===== config.mk =====
export PLATFORM = sky130hd
export DESIGN_NAME = wce_guard
export DESIGN_NICKNAME = d
export VERILOG_FILES = /design/src/rtl/wce_pkg.sv /design/src/rtl/wce_const_gt.sv /design/src/rtl/wce_diff.sv /design/src/rtl/wce_range.sv /design/src/rtl/wce_guard.sv
export SDC_FILE = /design/constraint.sdc
export NUM_CORES = 1
export LEC_CHECK = 0
export BUFFER_PORTS_ARGS = -buffer_cell sky130_fd_sc_hd__buf_2
export CAP_MARGIN = 20
export CORE_AREA = 2 2 39 41
export DETAILED_ROUTE_END_ITERATION = 8
export DIE_AREA = 0 0 41 43
export GPL_ROUTABILITY_DRIVEN = 0
export HOLD_SLACK_MARGIN = 0.06
export PLACE_DENSITY = 0.65
export SYNTH_ARGS = -nofsm -noshare
export SYNTH_HDL_FRONTEND = slang
export SYNTH_HIERARCHICAL = 1
export SYNTH_SLANG_ARGS = --single-unit

===== constraint.sdc =====
create_clock -name clk -period 1.46 [get_ports clk]
set_input_delay 0.073 -clock clk [delete_from_list [all_inputs] [get_ports clk]]
set_output_delay 0.073 -clock clk [all_outputs]
set_load 0.005 [all_outputs]

===== src/rtl/wce_pkg.sv =====
package wce_pkg;

  // Constant used by the negative-side test: THRESH-1, clamped at zero.
  function automatic int neg_bound(input int thresh);
    return (thresh > 0) ? thresh - 1 : 0;
  endfunction

  // Largest unsigned value representable in w bits.
  function automatic longint max_of(input int w);
    return (longint'(1) << w) - 1;
  endfunction

endpackage


===== src/rtl/wce_const_gt.sv =====
// Strictly-greater comparison of a variable vector against a constant,
// built from AND/OR terms only. For every position where the constant
// holds a 0, the variable wins if its bit there is 1 and it matches all
// constant 1-bits above that position.
module wce_const_gt #(
  parameter int W = 6,
  parameter logic [W-1:0] K = '0
) (
  input  logic [W-1:0] a,
  output logic         gt
);
  logic [W:0]   hi_ok;
  logic [W-1:0] term;

  assign hi_ok[W] = 1'b1;

  for (genvar i = W - 1; i >= 0; i--) begin : g_bit
    if (K[i]) begin : g_one
      assign hi_ok[i] = hi_ok[i+1] & a[i];
      assign term[i]  = 1'b0;
    end else begin : g_zero
      assign hi_ok[i] = hi_ok[i+1];
      assign term[i]  = a[i] & hi_ok[i+1];
    end
  end

  assign gt = |term;
endmodule


===== src/rtl/wce_diff.sv =====
// Signed difference golden - approx, one bit wider than the operands.
module wce_diff #(
  parameter int W = 6
) (
  input  logic [W-1:0] golden,
  input  logic [W-1:0] approx,
  output logic         neg,
  output logic [W-1:0] mag_bits
);
  logic [W:0] d;

  assign d        = {1'b0, golden} - {1'b0, approx};
  assign neg      = d[W];
  assign mag_bits = d[W-1:0];
endmodule


===== src/rtl/wce_range.sv =====
// Sign-split threshold test on the difference.
module wce_range #(
  parameter int W      = 6,
  parameter int THRESH = 5
) (
  input  logic         neg,
  input  logic [W-1:0] low,
  output logic         viol
);
  import wce_pkg::*;

  localparam logic [W-1:0] K_POS = THRESH[W-1:0];
  localparam logic [W-1:0] K_NEG = W'(neg_bound(THRESH));

  logic pos_hit;
  logic neg_hit;
  logic [W-1:0] low_n;

  assign low_n = ~low;

  wce_const_gt #(.W(W), .K(K_POS)) u_pos (
    .a  (low),
    .gt (pos_hit)
  );

  if (THRESH == 0) begin : g_zero_tol
    // A negative difference is never zero, so it always exceeds 0.
    assign neg_hit = 1'b1;
  end else begin : g_tol
    wce_const_gt #(.W(W), .K(K_NEG)) u_neg (
      .a  (low_n),
      .gt (neg_hit)
    );
  end

  assign viol = neg ? neg_hit : pos_hit;

  always_comb begin
    if (!neg) begin
      AST_POS_BOUND: assert (pos_hit == (int'(low) > THRESH));
    end else begin
      AST_NEG_BOUND: assert (neg_hit == ((int'(low_n) + 1) > THRESH));
    end
  end
endmodule


===== src/rtl/wce_guard.sv =====
module wce_guard #(
  parameter int W      = 6,
  parameter int THRESH = 5
) (
  input  logic         clk,
  input  logic         rst_n,
  input  logic         in_valid,
  output logic         in_ready,
  input  logic [W-1:0] golden,
  input  logic [W-1:0] approx,
  output logic         out_valid,
  input  logic         out_ready,
  output logic         out_flag
);
  import wce_pkg::*;

  logic         d_neg;
  logic [W-1:0] d_low;
  logic         viol;
  logic         take;

  wce_diff #(.W(W)) u_diff (
    .golden   (golden),
    .approx   (approx),
    .neg      (d_neg),
    .mag_bits (d_low)
  );

  wce_range #(.W(W), .THRESH(THRESH)) u_range (
    .neg  (d_neg),
    .low  (d_low),
    .viol (viol)
  );

  assign in_ready = !out_valid || out_ready;
  assign take     = in_valid && in_ready;

  always_ff @(posedge clk or negedge rst_n) begin
    if (!rst_n) begin
      out_valid <= 1'b0;
      out_flag  <= 1'b0;
    end else if (take) begin
      out_valid <= 1'b1;
      out_flag  <= viol;
    end else if (out_ready) begin
      out_valid <= 1'b0;
    end
  end

  AST_HOLD_STALL: assert property (@(posedge clk) disable iff (!rst_n)
    (out_valid && !out_ready) |=> (out_valid && $stable(out_flag)));

  AST_ACCEPT_LAT: assert property (@(posedge clk) disable iff (!rst_n)
    (in_valid && in_ready) |=> out_valid);

  AST_EQ_CLEAR: assert property (@(posedge clk) disable iff (!rst_n)
    (in_valid && in_ready && (golden == approx)) |=> !out_flag);

  if (longint'(THRESH) == max_of(W)) begin : g_max_chk
    AST_MAX_QUIET: assert property (@(posedge clk) disable iff (!rst_n)
      out_valid |-> !out_flag);
  end
endmodule


==> metrics, run 1 <==
total die area=1760 um2; drt first-iter violations=1; fin area=766 um2; PortBufs=18; core region area=1380 um2; pwr/cell area=between 500 and 600 nW/um2; hold_ws=a little over 70 ps; Total Routing Usage GR=0.131; largest net degree at the start of global routing=6; CTS max path bufs=2; fmax=0.538 GHz; Place WS=-756 ps; Worst R2R Path Depth=3; layout cell share with drive strength beyond 1=0.605; CP endpoint kind=flop; hpwl dp=797 um; worst-margin pin slew=291 ps; final wirelength=976 um; leakage=0.390 nW; Ports=19; Final setup violation count=1; Pre-antenna DRT Iters=2; Main synth FF type=dfrtp_1; CTS HTree Levels=1; crit path kind=input pin to flop; storage element area=50.0 um2; Clock Pin Slew Worst Setup and Hold Paths=30 ps; Unique masters post-synth=26; post-route worst setup slack=-400 ps; number of vias per cell=about 4.6; Synth warnings=6; Cell Rows=14; status=finished with violations; fillers=134; Final TNS setup=-400 ps; multi-input logic area=410 um2; fraction of the cycle the final worst path needs=1.27; Max Slew Vio Count=0; initial core utilization=0.307; CP Launch Type=input pin; post-CTS setup repair buffer count=0; CTS buffer count=3; final worst path period need=1860 ps; Synth-to-Final Area Change=80.0%; Worst R2R Start=out_valid; syn_nets=76; Req. time, crit path=1560 ps; DP Area=649 um2; Seq cells post-synth=2; first-pass GRT wire length=1.64 mm; synthesized area=425 um2; Tightest Hold Check Type=input pin to flop; Worst R2R Setup Slack=530 ps; crit path to=out_flag; Routed Antenna Nets=0; crit path from=approx[1]; Num Clock Sinks=2; Antenna diodes=0; via count=473; Hold Vio Cnt, Final=0; WL/cell=9.57 um; Async SR Flop Fraction=1.00; Die W=41 um; Post-synth EDFFs=0; Mean Syn Cell Area=8.03 um2; sequential share of the synthesized area=0.118; top area cells in the synthesized netlist=ha_1 18%, inv_1 12%, dfrtp_1 12%; final setup skew=0.240 ps; vias in the first global route=461; arrival time at the worst endpoint=about 2000 ps; commonest cells after routing, fill and taps aside=16 x buf_2, 11 x buf_4, 10 x inv_1; area leader, netlist=ha_1; worst skew pair latency=220 ps; total power=0.458 mW; gate count of the mapped netlist=53; Max Cap Viol=0; slew margin rel.=0.803; DRC Markers=0; GR Overflow Total=0; initial antenna violation count=0; Final nets=111; CTS root buffer=clkbuf_4; critical path fanouts, max=3; peak supply drop=0.222 mV; Yosys top cell area share=0.176; failing checks=setup timing; CTS tree=yes; RSZ-0062 raised after global routing=true; commonest non-fill, non-tap cell in the layout=buf_2; R2R Path End=out_flag; Die Height=43 um
==> logic make-up (layout without fill, tap and decap cells) <==
group	count (synthesis)	after routing	share of synthesized area
AO/OA/AOI/OAI	15	15	0.250
AND/OR/NAND/NOR	11	11	0.174
multiplexers	2	2	0.0706
adder cells (fa/ha/maj)	7	7	0.224
flip-flops	2	2	0.118
XOR/XNOR	2	2	0.0412
buffers and inverters	14	47	0.124
==> worst min-delay path by stage <==
stage                     startpoint         to  depth (start not counted)
after floorplan                rst_n   out_flag                          0
after global placement         rst_n  out_valid                          1
after detailed placement       rst_n   out_flag                          1
after CTS                   in_valid  out_valid                          2
after global routing        in_valid  out_valid                          2
final                       in_valid  out_valid                          2
==> report_power, final <==
group	switching, mW	internal [mW]
logic	0.116	0.152
registers	0.00450	0.0628
clock network	0.0316	0.0907
==> routing by layer <==
layer | GRT usage | vias up | wire length (um)
met4 | 0.0600 | 0 | 0
met1 | 0.146 | 214 | 415
met5 | 0 | - | 0
li1 | - | 246 | -
met3 | 0.0157 | 0 | 53
met2 | 0.228 | 13 | 507
==> flip-flops by register name (all words and copies together) (netlist names) <==
register,cells
out_valid,1
out_flag,1
==> synthesized netlist by cell type, drive strengths merged, types with 2 or more instances <==
library cell  instances
inv                  14
ha                    6
a21oi                 3
nor2b                 3
o21ai                 3
dfrtp                 2
mux2                  2
nand2                 2
nand2b                2
nor2                  2
o311ai                2
==> area by class of cell <==
type | instances | area share
Tap cell | 16 | 0.0261
Sequential cell | 2 | 0.0654
Multi-Input combinational cell | 37 | 0.536
Inverter | 14 | 0.0882
Clock buffer | 3 | 0.0294
Timing Repair Buffer | 30 | 0.255
==> timing repair <==
| action | 4_1_cts | 5_1_grt |
|---|---|---|
| hold buffers | 1 | 0 |
| pin swaps | 11 | 2 |
| gates resized for setup | 13 | 3 |
| gates cloned | 0 | 0 |
| setup endpoints to repair | 1 | 1 |
| endpoints found under the hold margin | 2 | 0 |
==> critical path: stages <==
cell and delay [ps]:
buf_6 100, inv_4 50, ha_4 190, nor2b_4 120, o31a_1 320, o311ai_2 270, inv_1 90, nor3_2 170
nand2_1 70, mux2_4 250, mux2_4 260
==> per-stage QoR <==
step / util / instances
2_1_floorplan: - / 53
3_3_place_gp: 0.469 / 98
3_5_place_dp: 0.469 / 98
4_1_cts: 0.545 / 102
5_1_grt: 0.553 / 102
6_report: 0.553 / 102
(Power assumes the default switching activity.)
==> run 2: changes to the inputs <==
Settings changed: PLACE_DENSITY 0.65 to not set, PLACE_DENSITY_LB_ADDON set to 0.25, REMOVE_ABC_BUFFERS set to 1.
==> run 2 against run 1 <==
  * Largest cell class unchanged
  * Global-route usage down 0.80 points
  * Combinational power shrank 3%
  * The flow still finishes with violations (setup timing)
  * Count of clock-buffer cells in the layout unchanged
  * Sequential power is essentially flat
  * Critical path type unchanged
  * Non-clock buffer count down 2
  * Die area is the same
  * Fmax is 0.95% higher
  * First-iteration DRC count increased to 5.0 times the previous value
  * Register-to-register slack hardly changed
  * Via count up 1.7%
  * Worst setup slack improved by 18 ps
==> metrics, run 2 (synthesis results as in run 1) <==
Final nets=109 (-1.8%); largest registers=out_flag (1), out_valid (1); CTS max path bufs=2 (unchanged); crit path kind=input pin to flop; Worst R2R Start=out_valid; CP Launch Type=input pin; PortBufs=18 (unchanged); arrival time at the worst endpoint=1940 ps (-20 ps); Routed Antenna Nets=0 (unchanged); met2 wire length=534 um (+5.3%); Max Slew Vio Count=0 (unchanged); initial antenna violation count=0 (unchanged); multi-input logic area=400 um2 (-2.4%); layout cell share with drive strength beyond 1=0.560 (-0.0451); Synth-to-Final Area Change=73.2%; share of power burned in registers=0.150 (+0.003); R2R Path End=out_flag; status=finished with violations; Top Layer Used=met3; commonest non-fill, non-tap cell in the layout=buf_2; Int Power=0.301 mW (-1.7%); critical path fanouts, max=3 (unchanged); Num Clock Sinks=2 (unchanged); CTS HTree Levels=1 (unchanged); CP cell instances=buf_8 > inv_6 > ha_4 > nor2b_4 > o31a_1 > o311ai_2 > inv_1 > nor3_2 > nand2_1 > mux2_4 > mux2_4; Clk pwr share=0.268 (about the same); Cell Rows=14 (unchanged); CTS tree=yes; Max Cap Viol=0 (unchanged); Tightest Hold Check Type=input pin to flop; Ports=19 (unchanged); Total Routing Usage GR=0.123 (-0.00800); first-pass GRT wire length=1.51 mm (-7.6%); CTS buffer count=3 (unchanged); GR Overflow Total=0 (unchanged); fmax=0.543 GHz (+0.95%); worst skew pair latency=220 ps (about the same); final wirelength=1.01 mm (+3.7%); drt first-iter violations=5 (+4); fillers=142 (+6.0%); commonest cells after routing, fill and taps aside=16 x buf_2, 11 x inv_1, 9 x buf_4; RSZ-0062 raised after global routing=true; via count=481 (+1.7%); Die Height=43 um (unchanged); final worst path period need=1840 ps (-17.5 ps); WL/cell=10.1 um (+5.8%); final setup skew=0.576 ps (+0.336 ps); core region area=1380 um2 (unchanged); post-route worst setup slack=-382 ps (+17.5 ps); slew margin rel.=0.793 (-0.00996); Final setup violation count=1 (unchanged); crit path to=out_flag; pwr/cell area=607 nW/um2 (+1.5%); largest net degree at the start of global routing=6 (unchanged); Sw Pwr=0.147 mW (-3.7%); Antenna diodes=0 (unchanged); Hold Vio Cnt, Final=0 (unchanged); Req. time, crit path=1560 ps (about the same); CTS root buffer=clkbuf_4; total power=0.447 mW (-2.3%); met1 wire length=420 um (+1.2%); most frequent CP cell=mux2_4; critical path's slowest cell=o31a_1; max incr delay on CP=320 ps (about the same); Non-Filler Instances=100 (-2.0%); initial core utilization=0.307 (unchanged); hpwl dp=769 um (-3.4%); placed cell count=96 (-2.0%); Clock Pin Slew Worst Setup and Hold Paths=30 ps (about the same); routed wl met3=57 um (+7.5%); Worst R2R Setup Slack=530 ps (about the same); failing checks=setup timing; number of vias per cell=4.81 (+3.7%); DRC Markers=0 (unchanged); Worst R2R Path Depth=3 (unchanged); fraction of the cycle the final worst path needs=1.26 (-0.0120); Die W=41 um (unchanged); total die area=1760 um2 (unchanged); combinational power share=0.582 (-0.004); Net Sw Frac=0.328 (-0.00470); storage element area=50.0 um2 (unchanged); vias in the first global route=440 (-4.6%); leakage=0.373 nW (-4.3%); Pre-antenna DRT Iters=4 (+2); CP endpoint kind=flop; peak supply drop=0.204 mV (-7.9%); crit path from=approx[1]; worst-margin pin slew=306 ps (+14.7 ps); Final TNS setup=-382 ps (+17.5 ps)
[run 2: metal layers]
metal	GRT usage	vias to the layer above
met3	0	0
met2	0.213	19
met4	0.0800	0
met1	0.137	220
li1	-	242
met5	0	-
[run 2: worst min-delay path by stage]
stage	from	end	cells after the start
finish	in_valid	out_valid	2
global route	in_valid	out_valid	2
CTS	in_valid	out_valid	2
detailed placement	rst_n	out_flag	1
global placement	rst_n	out_flag	1
floorplan	rst_n	out_flag	0
[run 2: power by group through the flow]
stage | clock [mW] | sequential (mW) | combinational [mW]
floorplan | 0 | 0.0685 | 0.133
global placement | 0 | 0.0677 | 0.213
detailed placement | 0 | 0.0680 | 0.216
CTS | 0.129 | 0.0674 | 0.230
global route | 0.128 | 0.0689 | 0.291
finish | 0.120 | 0.0672 | 0.260
[run 2: per-stage QoR]
stage	hold WS, ps	setup WS (ps)	utilization	instance area (um2)
floorplan	-223	-671	-	425
global placement	-140	-850	0.436	603
detailed placement	-136	-872	0.436	603
CTS	65.9	-485	0.485	671
global route	71.7	-484	0.533	737
finish	76.1	-382	0.533	737
[run 2: critical path, delay by kind of cell]
kind / cells / cell delay, ps
buffers and inverters: 3 / 230
adder cells (fa/ha/maj): 1 / 190
AND/OR/NAND/NOR: 3 / 360
multiplexers: 2 / 510
AO/OA/AOI/OAI: 2 / 570
[run 2: cell type report]
class	instances	share of cell area
clock buffer	3	0.0306
timing repair buffer	28	0.250
tap	16	0.0272
inverter	14	0.0815
sequential	2	0.0679
multi-input combinational	37	0.543
[run 2: repair_timing]
action                                  4_1_cts  5_1_grt
hold endpoints to repair                      2        0
setup buffers                                 1        0
hold buffers                                  1        0
resized for setup                             8       14
pin swaps                                     6       12
endpoints found under the setup margin        1        1
